**src/rtl/sonet_ohm_pkg.sv**
```systemverilog
package sonet_ohm_pkg;

    localparam logic [7:0] ATM_LABEL   = 8'h13;
    localparam logic [2:0] K2_RDI_CODE = 3'b110;
    localparam logic [2:0] K2_AIS_CODE = 3'b111;
    localparam logic [7:0] ALL_ONES    = 8'hFF;

    typedef struct packed {
        logic line_ais;
        logic line_rdi;
        logic path_ais;
        logic path_rdi;
    } defect_t;

    typedef struct packed {
        logic k2;
        logic h1;
        logic h2;
        logic c2;
        logic z2;
        logic g1;
    } oh_sel_t;

    function automatic logic k2_is(input logic [7:0] b, input logic [2:0] code);
        return b[2:0] == code;
    endfunction

endpackage

```
**src/rtl/ohm_defect_track.sv**
```systemverilog
module ohm_defect_track
    import sonet_ohm_pkg::*;
(
    input  logic        clk,
    input  logic        rst,
    input  oh_sel_t     sel,
    input  logic [7:0]  data,
    output defect_t     status
);
    logic    h1_ones_q;
    defect_t stat_q;
    defect_t stat_d;
    logic    h1_ones_d;

    always_comb begin
        stat_d    = stat_q;
        h1_ones_d = h1_ones_q;
        if (sel.k2) begin
            stat_d.line_rdi = k2_is(data, K2_RDI_CODE);
            stat_d.line_ais = k2_is(data, K2_AIS_CODE);
        end
        if (sel.h1) h1_ones_d = (data == ALL_ONES);
        if (sel.h2) stat_d.path_ais = h1_ones_q && (data == ALL_ONES);
        if (sel.g1) stat_d.path_rdi = data[3];
    end

    always_ff @(posedge clk) begin
        if (rst) begin
            stat_q    <= '0;
            h1_ones_q <= 1'b0;
        end else begin
            stat_q    <= stat_d;
            h1_ones_q <= h1_ones_d;
        end
    end

    assign status = stat_q;
endmodule

```
**src/rtl/ohm_label_watch.sv**
```systemverilog
module ohm_label_watch #(
    parameter int         PERSIST  = 3,
    parameter logic [7:0] EXPECTED = 8'h13
) (
    input  logic       clk,
    input  logic       rst,
    input  logic       valid,
    input  logic [7:0] data,
    input  logic       irq_en,
    input  logic       irq_clr,
    output logic       irq
);
    localparam int PW = $clog2(PERSIST + 1);
    localparam logic [PW-1:0] TOP = PW'(PERSIST);

    logic [PW-1:0] miss_q, miss_d;
    logic          irq_q, set_irq;

    always_comb begin
        miss_d  = miss_q;
        set_irq = 1'b0;
        if (valid) begin
            if (data == EXPECTED) begin
                miss_d = '0;
            end else begin
                miss_d  = (miss_q == TOP) ? miss_q : miss_q + 1'b1;
                set_irq = irq_en && (miss_d == TOP);
            end
        end
    end

    always_ff @(posedge clk) begin
        if (rst) begin
            miss_q <= '0;
            irq_q  <= 1'b0;
        end else begin
            miss_q <= miss_d;
            if (set_irq)      irq_q <= 1'b1;
            else if (irq_clr) irq_q <= 1'b0;
        end
    end

    assign irq = irq_q;
endmodule

```
**src/rtl/ohm_febe_acc.sv**
```systemverilog
module ohm_febe_acc #(
    parameter int CNT_W   = 16,
    parameter int FIELD_W = 8,
    parameter int LIMIT   = 24
) (
    input  logic               clk,
    input  logic               rst,
    input  logic               clr,
    input  logic               valid,
    input  logic [FIELD_W-1:0] count_in,
    output logic [CNT_W-1:0]   total
);
    localparam logic [CNT_W:0] SAT = {1'b0, {CNT_W{1'b1}}};

    logic [CNT_W-1:0] tot_q, base, tot_d;
    logic [CNT_W:0]   sum;
    logic             legal;

    always_comb begin
        base  = clr ? '0 : tot_q;
        legal = count_in <= FIELD_W'(LIMIT);
        sum   = {1'b0, base} + (CNT_W+1)'(count_in);
        if (valid && legal)
            tot_d = (sum > SAT) ? SAT[CNT_W-1:0] : sum[CNT_W-1:0];
        else
            tot_d = base;
    end

    always_ff @(posedge clk) begin
        if (rst) tot_q <= '0;
        else     tot_q <= tot_d;
    end

    assign total = tot_q;
endmodule

```
**src/rtl/sonet_oh_monitor.sv**
```systemverilog
module sonet_oh_monitor
    import sonet_ohm_pkg::*;
#(
    parameter int CNT_W      = 16,
    parameter int LINE_LIMIT = 24,
    parameter int PATH_LIMIT = 8,
    parameter int PERSIST    = 3
) (
    input  logic             clk,
    input  logic             rst,
    input  logic [7:0]       oh_byte,
    input  logic             k2_en,
    input  logic             h1_en,
    input  logic             h2_en,
    input  logic             c2_en,
    input  logic             z2_en,
    input  logic             g1_en,
    input  logic             irq_en,
    input  logic             irq_clr,
    input  logic             febe_clr,
    output logic             line_ais,
    output logic             line_rdi,
    output logic             path_ais,
    output logic             path_rdi,
    output logic             label_irq,
    output logic [CNT_W-1:0] line_febe_cnt,
    output logic [CNT_W-1:0] path_febe_cnt
);
    oh_sel_t sel;
    defect_t status;

    assign sel = '{k2: k2_en, h1: h1_en, h2: h2_en, c2: c2_en, z2: z2_en, g1: g1_en};

    ohm_defect_track u_defect (
        .clk    (clk),
        .rst    (rst),
        .sel    (sel),
        .data   (oh_byte),
        .status (status)
    );

    ohm_label_watch #(.PERSIST(PERSIST), .EXPECTED(ATM_LABEL)) u_label (
        .clk     (clk),
        .rst     (rst),
        .valid   (sel.c2),
        .data    (oh_byte),
        .irq_en  (irq_en),
        .irq_clr (irq_clr),
        .irq     (label_irq)
    );

    ohm_febe_acc #(.CNT_W(CNT_W), .FIELD_W(8), .LIMIT(LINE_LIMIT)) u_line_febe (
        .clk      (clk),
        .rst      (rst),
        .clr      (febe_clr),
        .valid    (sel.z2),
        .count_in (oh_byte),
        .total    (line_febe_cnt)
    );

    ohm_febe_acc #(.CNT_W(CNT_W), .FIELD_W(4), .LIMIT(PATH_LIMIT)) u_path_febe (
        .clk      (clk),
        .rst      (rst),
        .clr      (febe_clr),
        .valid    (sel.g1),
        .count_in (oh_byte[7:4]),
        .total    (path_febe_cnt)
    );

    assign line_ais = status.line_ais;
    assign line_rdi = status.line_rdi;
    assign path_ais = status.path_ais;
    assign path_rdi = status.path_rdi;
endmodule

```
**config.mk**
```make
export PLATFORM = sky130hd
export DESIGN_NAME = sonet_oh_monitor
export DESIGN_NICKNAME = d
export VERILOG_FILES = /design/src/rtl/sonet_ohm_pkg.sv /design/src/rtl/ohm_defect_track.sv /design/src/rtl/ohm_label_watch.sv /design/src/rtl/ohm_febe_acc.sv /design/src/rtl/sonet_oh_monitor.sv
export SDC_FILE = /design/constraint.sdc
export NUM_CORES = 1
export LEC_CHECK = 0
export BUFFER_PORTS_ARGS = -buffer_cell sky130_fd_sc_hd__buf_2
export CORE_MARGIN = 5
export CORE_UTILIZATION = 54
export CTS_CLUSTER_SIZE = 24
export DETAILED_ROUTE_END_ITERATION = 16
export PLACE_DENSITY = 0.78
export SYNTH_ARGS = -nofsm -noshare
export SYNTH_HDL_FRONTEND = slang
export SYNTH_SLANG_ARGS = --single-unit
```
**constraint.sdc**
```tcl
create_clock -name clk -period 3.5 [get_ports clk]
set_input_delay 0.7 -clock clk [delete_from_list [all_inputs] [get_ports clk]]
set_output_delay 0.7 -clock clk [all_outputs]
set_load 0.01 [all_outputs]
```
==> metrics.md, run 1 <==
| Metric | Value |
|---|---|
| Status | completed |
| Most frequent cells in the layout | buf_2 (55), dfxtp_1 (40), a21oi_1 (26) |
| I/O pin total | 56 |
| Largest family of logic cells by synthesized area | simple AND/OR/NAND/NOR gates |
| Adder-cell area share of the yosys netlist | 0.0787 |
| Fmax | approximately 360 MHz |
| Gr usage total | 0.198 |
| Total Wirelength | between 5000 and 6000 um |
| Fin Hold WS | roughly 470 ps |
| Footprint of the multi-input gates | about 0.0015 sq mm |
| DP HPWL | between 4000 and 5000 um |
| Final worst path period share | 0.795 |
| Fillers | around 380 |
| Worst VDD drop | roughly 0.32 mV |
| Multiplexer area fraction after synthesis | 0.0295 |
| Share of layout cells above drive strength 1 | 0.216 |
| Die Ht | 76.9 um |
| YS warnings | 0 |
| Grt ovf | 0 |
| Starting Density | 0.555 |
| # hold bufs at CTS | 0 |
| Number of port buffers | 55 |
| Final hold violation count | 0 |
| Post-synth top area cell | dfxtp_1 |
| Slew headroom | 0.671 |
| Maximum buffer depth of the clock tree | 2 |
| Num CTS Buffers | 5 |
| Synth Area in XOR/XNOR | 0.0652 |
| Syn_area_per_cell | between 8 and 9 sq um |
| Vias in the first global route | approximately 2200 |
| Leak Pwr | 1.24 nW |
| Top_reg_cell synth | dfxtp_1 |
| Synth Register Bits | 40 |
| RSZ-0062 raised after global routing | false |
| PostCTS Resize Cnt | 0 |
| Worst setup EP type | flop |
| Clock-pin slew on the worst setup and hold paths | around 80 ps |
| Syn Nets | about 310 |
| Max_cap viols | 0 |
| Dominant cells by area after synthesis | dfxtp_1 (33%), ha_1 (6.2%), a21oi_1 (5.4%) |
| Largest net degree at the start of global routing | 26 |
| Fin crit period | 2780 ps |
| R2r startpoint | u_line_febe.total[0]$_SDFF_PP0_ |
| Final RePlAce weighted congestion | around 0.89 |
| Total clock sinks | 40 |
| Tightest Hold Check Type | reg2reg |
| Die area | ~0.0059 sq mm |
| Fin util | 0.653 |
| Synth Area in Simple Gates | 0.234 |
| Max H-tree Level | 2 |
| Hold path endpoint | u_defect.status[1]$_SDFFE_PP0P_ |
| Yosys top cell area share | 0.331 |
| DRT antenna net count | 0 |
| Post-Synthesis Cells | 280 |
| Design area | 0.00284 sq mm |
| Setup Fix Bufs, Post-CTS | 0 |
| Hold path depth | 2 |
| Setup TNS | 0 ps |
| FF/Latch Area | 801 sq um |
| Die W | between 70 and 80 um |
| Iter 0 DRT Violations | 89 |
| Final Max Tran Viols | 0 |
| Antenna Diode Count | 0 |
| Placed Area | 0.00272 sq mm |
| Post-synth EDFFs | 0 |
| Sequential cell area fraction in the yosys report | 0.331 |
| Ys async rst share | 0 |
| Flop2flop setup slack | 1070 ps |
| Vias per cell | slightly below 6 |
| CTS tree | built |
| DRC errors left | 0 |
| Antenna violations before repair | 0 |
| Worst Path Max Fanout | 20 |
| Compound-Gate Fraction of Synth Area | 0.227 |
| Total number of vias | 2284 |
| Critical Path AT | a little under 3000 ps |
| Mapped Area | 0.00242 sq mm |
| Setup crit start kind | primary input |
| CTS root buf | clkbuf_8 |
| Row count | 24 |
| Total iterations of the first detailed-routing run | 4 |
| Worst Path Required | ~3700 ps |
| Worst R2R Path Depth | 9 |
| Fin Clk Skew | 5.24 ps |
| Crit Path Class | in2reg |
| Routed len/inst | 14.9 um |
| Finish-stage setup viols | 0 |
| Hold_sp | u_defect.status[1]$_SDFFE_PP0P_ |
| Worst Tran Pin Value | just under 500 ps |
| First-pass GRT wire length | about 10000 um |
| Clock latency on the worst-skew pair | 290 ps |
| Synth unique cells | between 50 and 60 |
| Synthesis-to-layout area growth | 17.6% |
| Fin nets | ~370 |
| PwrDens | between 300 and 400 mW/mm^2 |
| Most common cell after layout, fill and taps aside | buf_2 |
| Critical R2R Capture | u_line_febe.total[12]$_SDFF_PP0_ |
| Core Area | between 0.004 and 0.005 sq mm |
-- report_power, final --
part / total (W) / internal (W) / switching (W)
registers: 0.000466 / 0.000462 / 0.00000381
clock network: 0.000400 / 0.000233 / 0.000167
logic: 0.000106 / 0.0000410 / 0.0000654
total: 0.000973 / 0.000736 / 0.000236
-- synth_stat cells (all sizes together), types with 2 or more instances --
cell     count
nand4       10
o31ai        2
o22ai        2
nand3       12
dfxtp       40
a21o         3
nor3         6
o2111ai      2
a31oi        2
nand3b       2
nor3b        2
nor2        12
nand2       19
o21bai       2
a311oi       2
and3         6
o211ai       3
and2         3
nand2b       6
clkbuf       6
mux2i        6
o21ai       20
xnor2        6
xor2        12
buf          4
a211oi       6
inv         10
ha          12
nor2b       17
o21a         2
a21oi       27
fa           2
-- worst max-delay path by stage --
stage / from / endpoint / depth (start not counted)
after CTS: febe_clr / u_line_febe.total[12]$_SDFF_PP0_ / 10
after global routing: febe_clr / u_line_febe.total[12]$_SDFF_PP0_ / 10
after detailed placement: febe_clr / u_line_febe.total[12]$_SDFF_PP0_ / 10
after floorplan: febe_clr / u_line_febe.total[12]$_SDFF_PP0_ / 11
after global placement: febe_clr / u_line_febe.total[12]$_SDFF_PP0_ / 10
final: febe_clr / u_line_febe.total[12]$_SDFF_PP0_ / 10
-- sequential cells by signal, indices dropped and copies added, names as in the netlist --
name,count
u_label.irq,1
u_path_febe.total,16
u_line_febe.total,16
u_label.miss_q,2
u_defect.h1_ones_q,1
u_defect.status,4
-- logic make-up after synthesis --
kind of cell	count (synthesis)
AO/OA/AOI/OAI	81
XOR/XNOR	18
adder cells (fa/ha/maj)	14
buffers and inverters	20
flip-flops	40
multiplexers	7
AND/OR/NAND/NOR	100
-- per-stage QoR --
| stage | setup slack, ps | total power (W) | instances |
|---|---|---|---|
| detailed placement | 429 | 0.000582 | 378 |
| CTS | 726 | 0.000980 | 386 |
| floorplan | 502 | 0.000542 | 280 |
| finish | 718 | 0.000973 | 386 |
| global route | 542 | 0.00102 | 386 |
| global placement | 502 | 0.000580 | 378 |
-- layout make-up --
type                            instances  area share
Inverter                               10      0.0132
Clock buffer                            6      0.0290
Timing Repair Buffer                   56      0.0995
Multi-Input combinational cell        220       0.540
Clock inverter                          2      0.0136
Sequential cell                        40       0.282
Tap cell                               52      0.0229
-- metal layers --
metal | up-vias | global-route usage | part of all wire
met2 | 58 | 0.344 | 0.48
met4 | 0 | 0.0524 | 0.011
li1 | 1129 | - | -
met1 | 1092 | 0.242 | 0.45
met3 | 5 | 0.0504 | 0.060
met5 | - | 0 | 0
-- worst max-delay path, stage by stage --
cell and delay (ps):
buf_2 230, nor2b_1 210, ha_1 190, inv_1 50, fa_1 400, nor2b_1 180
o31ai_2 130, a211oi_4 390, nand4_1 150, mux2_1 330
(Power assumes the default switching activity.)
==> run 2: changes to the inputs <==
- CORE_UTILIZATION: 54 -> 49
- PLACE_DENSITY: 0.78 -> 0.75
- clock period: 3.5 -> 2.3 ns (I/O delays scaled with it)
==> run 2 against run 1 <==
Compared with the run above:
- die area grew 8.8%
- final cell count up 12%
- critical path depth decreased by 1
- global-route usage is 0.79 points higher
- sequential power rose by 52%
- cell area is 10% higher
- via count increased by 5.5%
- clock skew increased by 0.56 ps
- combinational power up 81%
- register-to-register slack worse by 970 ps
- first-iteration DRC count rose by 1.1%
- setup slack got worse by 620 ps
- critical path type is now reg2reg
- critical endpoint unchanged
- highest routed layer unchanged
==> metrics.md, run 2 (synthesis results as in run 1) <==
| Metric | Value |
|---|---|
| Status | completed |
| Most common cell after layout, fill and taps aside | buf_2 |
| Total number of vias | about 2400 |
| Die area | 0.00644 sq mm |
| Clock latency on the worst-skew pair | approximately 290 ps |
| Footprint of the multi-input gates | between 0.0015 and 0.002 sq mm |
| Tightest Hold Check Type | in2reg |
| Fin Clk Skew | roughly 5.8 ps |
| Most frequent cells in the layout | buf_2 (54), dfxtp_1 (39), buf_4 (33) |
| Fin nets | between 300 and 400 |
| Total iterations of the first detailed-routing run | 4 |
| Core Area | 0.00475 sq mm |
| Grt ovf | 0 |
| CTS tree | built |
| Gr usage total | 0.206 |
| # hold bufs at CTS | 0 |
| Final Max Tran Viols | 0 |
| Row count | 25 |
| Placed Cells | approximately 420 |
| Antenna violations before repair | 0 |
| Fin util | 0.659 |
| Worst setup EP type | flop |
| Worst Path Max Fanout | 5 |
| Worst Path Required | approximately 2500 ps |
| Final RePlAce weighted congestion | between 0.8 and 0.9 |
| Final worst path period share | 0.957 |
| Die Ht | ~80 um |
| Synthesis-to-layout area growth | 29.7% |
| Setup crit start kind | flop |
| DRC errors left | 0 |
| Antenna Diode Count | 0 |
| Max H-tree Level | 2 |
| Total clock sinks | 40 |
| Iter 0 DRT Violations | 90 |
| RSZ-0062 raised after global routing | false |
| FF/Latch Area | 802 sq um |
| Largest net degree at the start of global routing | 25 |
| I/O pin total | 56 |
| Critical Path AT | between 2000 and 2500 ps |
| Starting Density | 0.508 |
| PwrDens | 430 mW/mm^2 |
| Crit Path Class | reg2reg |
| Finish-stage setup viols | 0 |
| Die W | 80.2 um |
| Design Power | between 0.001 and 0.0015 W |
| CTS root buf | clkbuf_8 |
| Slew headroom | 0.704 |
| Total Wirelength | between 6000 and 7000 um |
| DRT antenna net count | 0 |
| DP HPWL | ~4800 um |
| Share of layout cells above drive strength 1 | 0.310 |
| Fillers | ~430 |
| Post-Layout Cell Count | between 400 and 500 |
| First-pass GRT wire length | about 11000 um |
| Fin crit period | approximately 2200 ps |
| Worst Tran Pin Value | ~440 ps |
| Clock-pin slew on the worst setup and hold paths | ~80 ps |
| Flop2flop setup slack | approximately 99 ps |
| Num CTS Buffers | 5 |
| Routed len/inst | 14.6 um |
| Vias per cell | 5.58 |
| Maximum buffer depth of the clock tree | 2 |
| Vias in the first global route | 2385 |
| Fmax | around 450 MHz |
| Leak Pwr | between 1 and 1.5 nW |
| Final hold violation count | 0 |
| Max_cap viols | 0 |
| Worst VDD drop | between 0.3 and 0.4 mV |
| Number of port buffers | 55 |
## run 2: worst paths after layout
path / startpoint / cells after the start / endpoint
worst max register to register: u_line_febe.total[0]$_SDFF_PP0_ / 9 / u_line_febe.total[12]$_SDFF_PP0_
worst max-delay path: u_line_febe.total[0]$_SDFF_PP0_ / 9 / u_line_febe.total[12]$_SDFF_PP0_
worst min-delay path: irq_clr / 3 / u_label.irq$_SDFFE_PP0P_
worst min register to register: u_defect.status[2]$_SDFFE_PP0P_ / 2 / u_defect.status[2]$_SDFFE_PP0P_
## run 2: power breakdown
| group | total [W] | switching, W | internal, W |
|---|---|---|---|
| clock network | 0.000446 | 0.000240 | 0.000206 |
| logic | 0.000192 | 0.000108 | 0.0000834 |
| registers | 0.000710 | 0.00000632 | 0.000703 |
| total | 0.00135 | 0.000354 | 0.000993 |
## run 2: layout make-up
cell class,instances,area share
repair buffers,88,0.168
clock buffers,6,0.0232
clock inverters,1,0.00160
well taps,67,0.0267
multi-input cells,220,0.513
flip-flops and latches,40,0.256
inverters,10,0.0120
## run 2: through the flow
| stage | hold WS, ps | area (sq um) | setup WS (ps) | setup TNS, ps |
|---|---|---|---|---|
| CTS | 426 | 3090 | 14.3 | 0 |
| detailed placement | 459 | 3010 | -260 | -4880 |
| global placement | 453 | 3010 | -210 | -4310 |
| global route | 444 | 3130 | 2.33 | 0 |
| floorplan | 447 | 2490 | -320 | -1080 |
| finish | 432 | 3130 | 98.9 | 0 |
## run 2: critical path, cell delays in order, from the launching register on
cell	delay [ps]
dfxtp_2	350
nor2b_4	170
ha_4	160
inv_2	40
fa_2	360
nor2b_4	160
o31ai_4	110
a211oi_4	290
nand4_1	130
mux2_1	320
## run 2: repair_timing
item	CTS	global route
buffers inserted	0	1
gates resized for setup	0	8
endpoints found under the setup margin	0	20
## run 2: per-layer routing
layer	track usage	share of wire	vias up
met3	0.0460	0.055	13
met2	0.343	0.47	68
met1	0.265	0.46	1134
li1	-	-	1195
met4	0.0608	0.016	0
met5	0	0	-
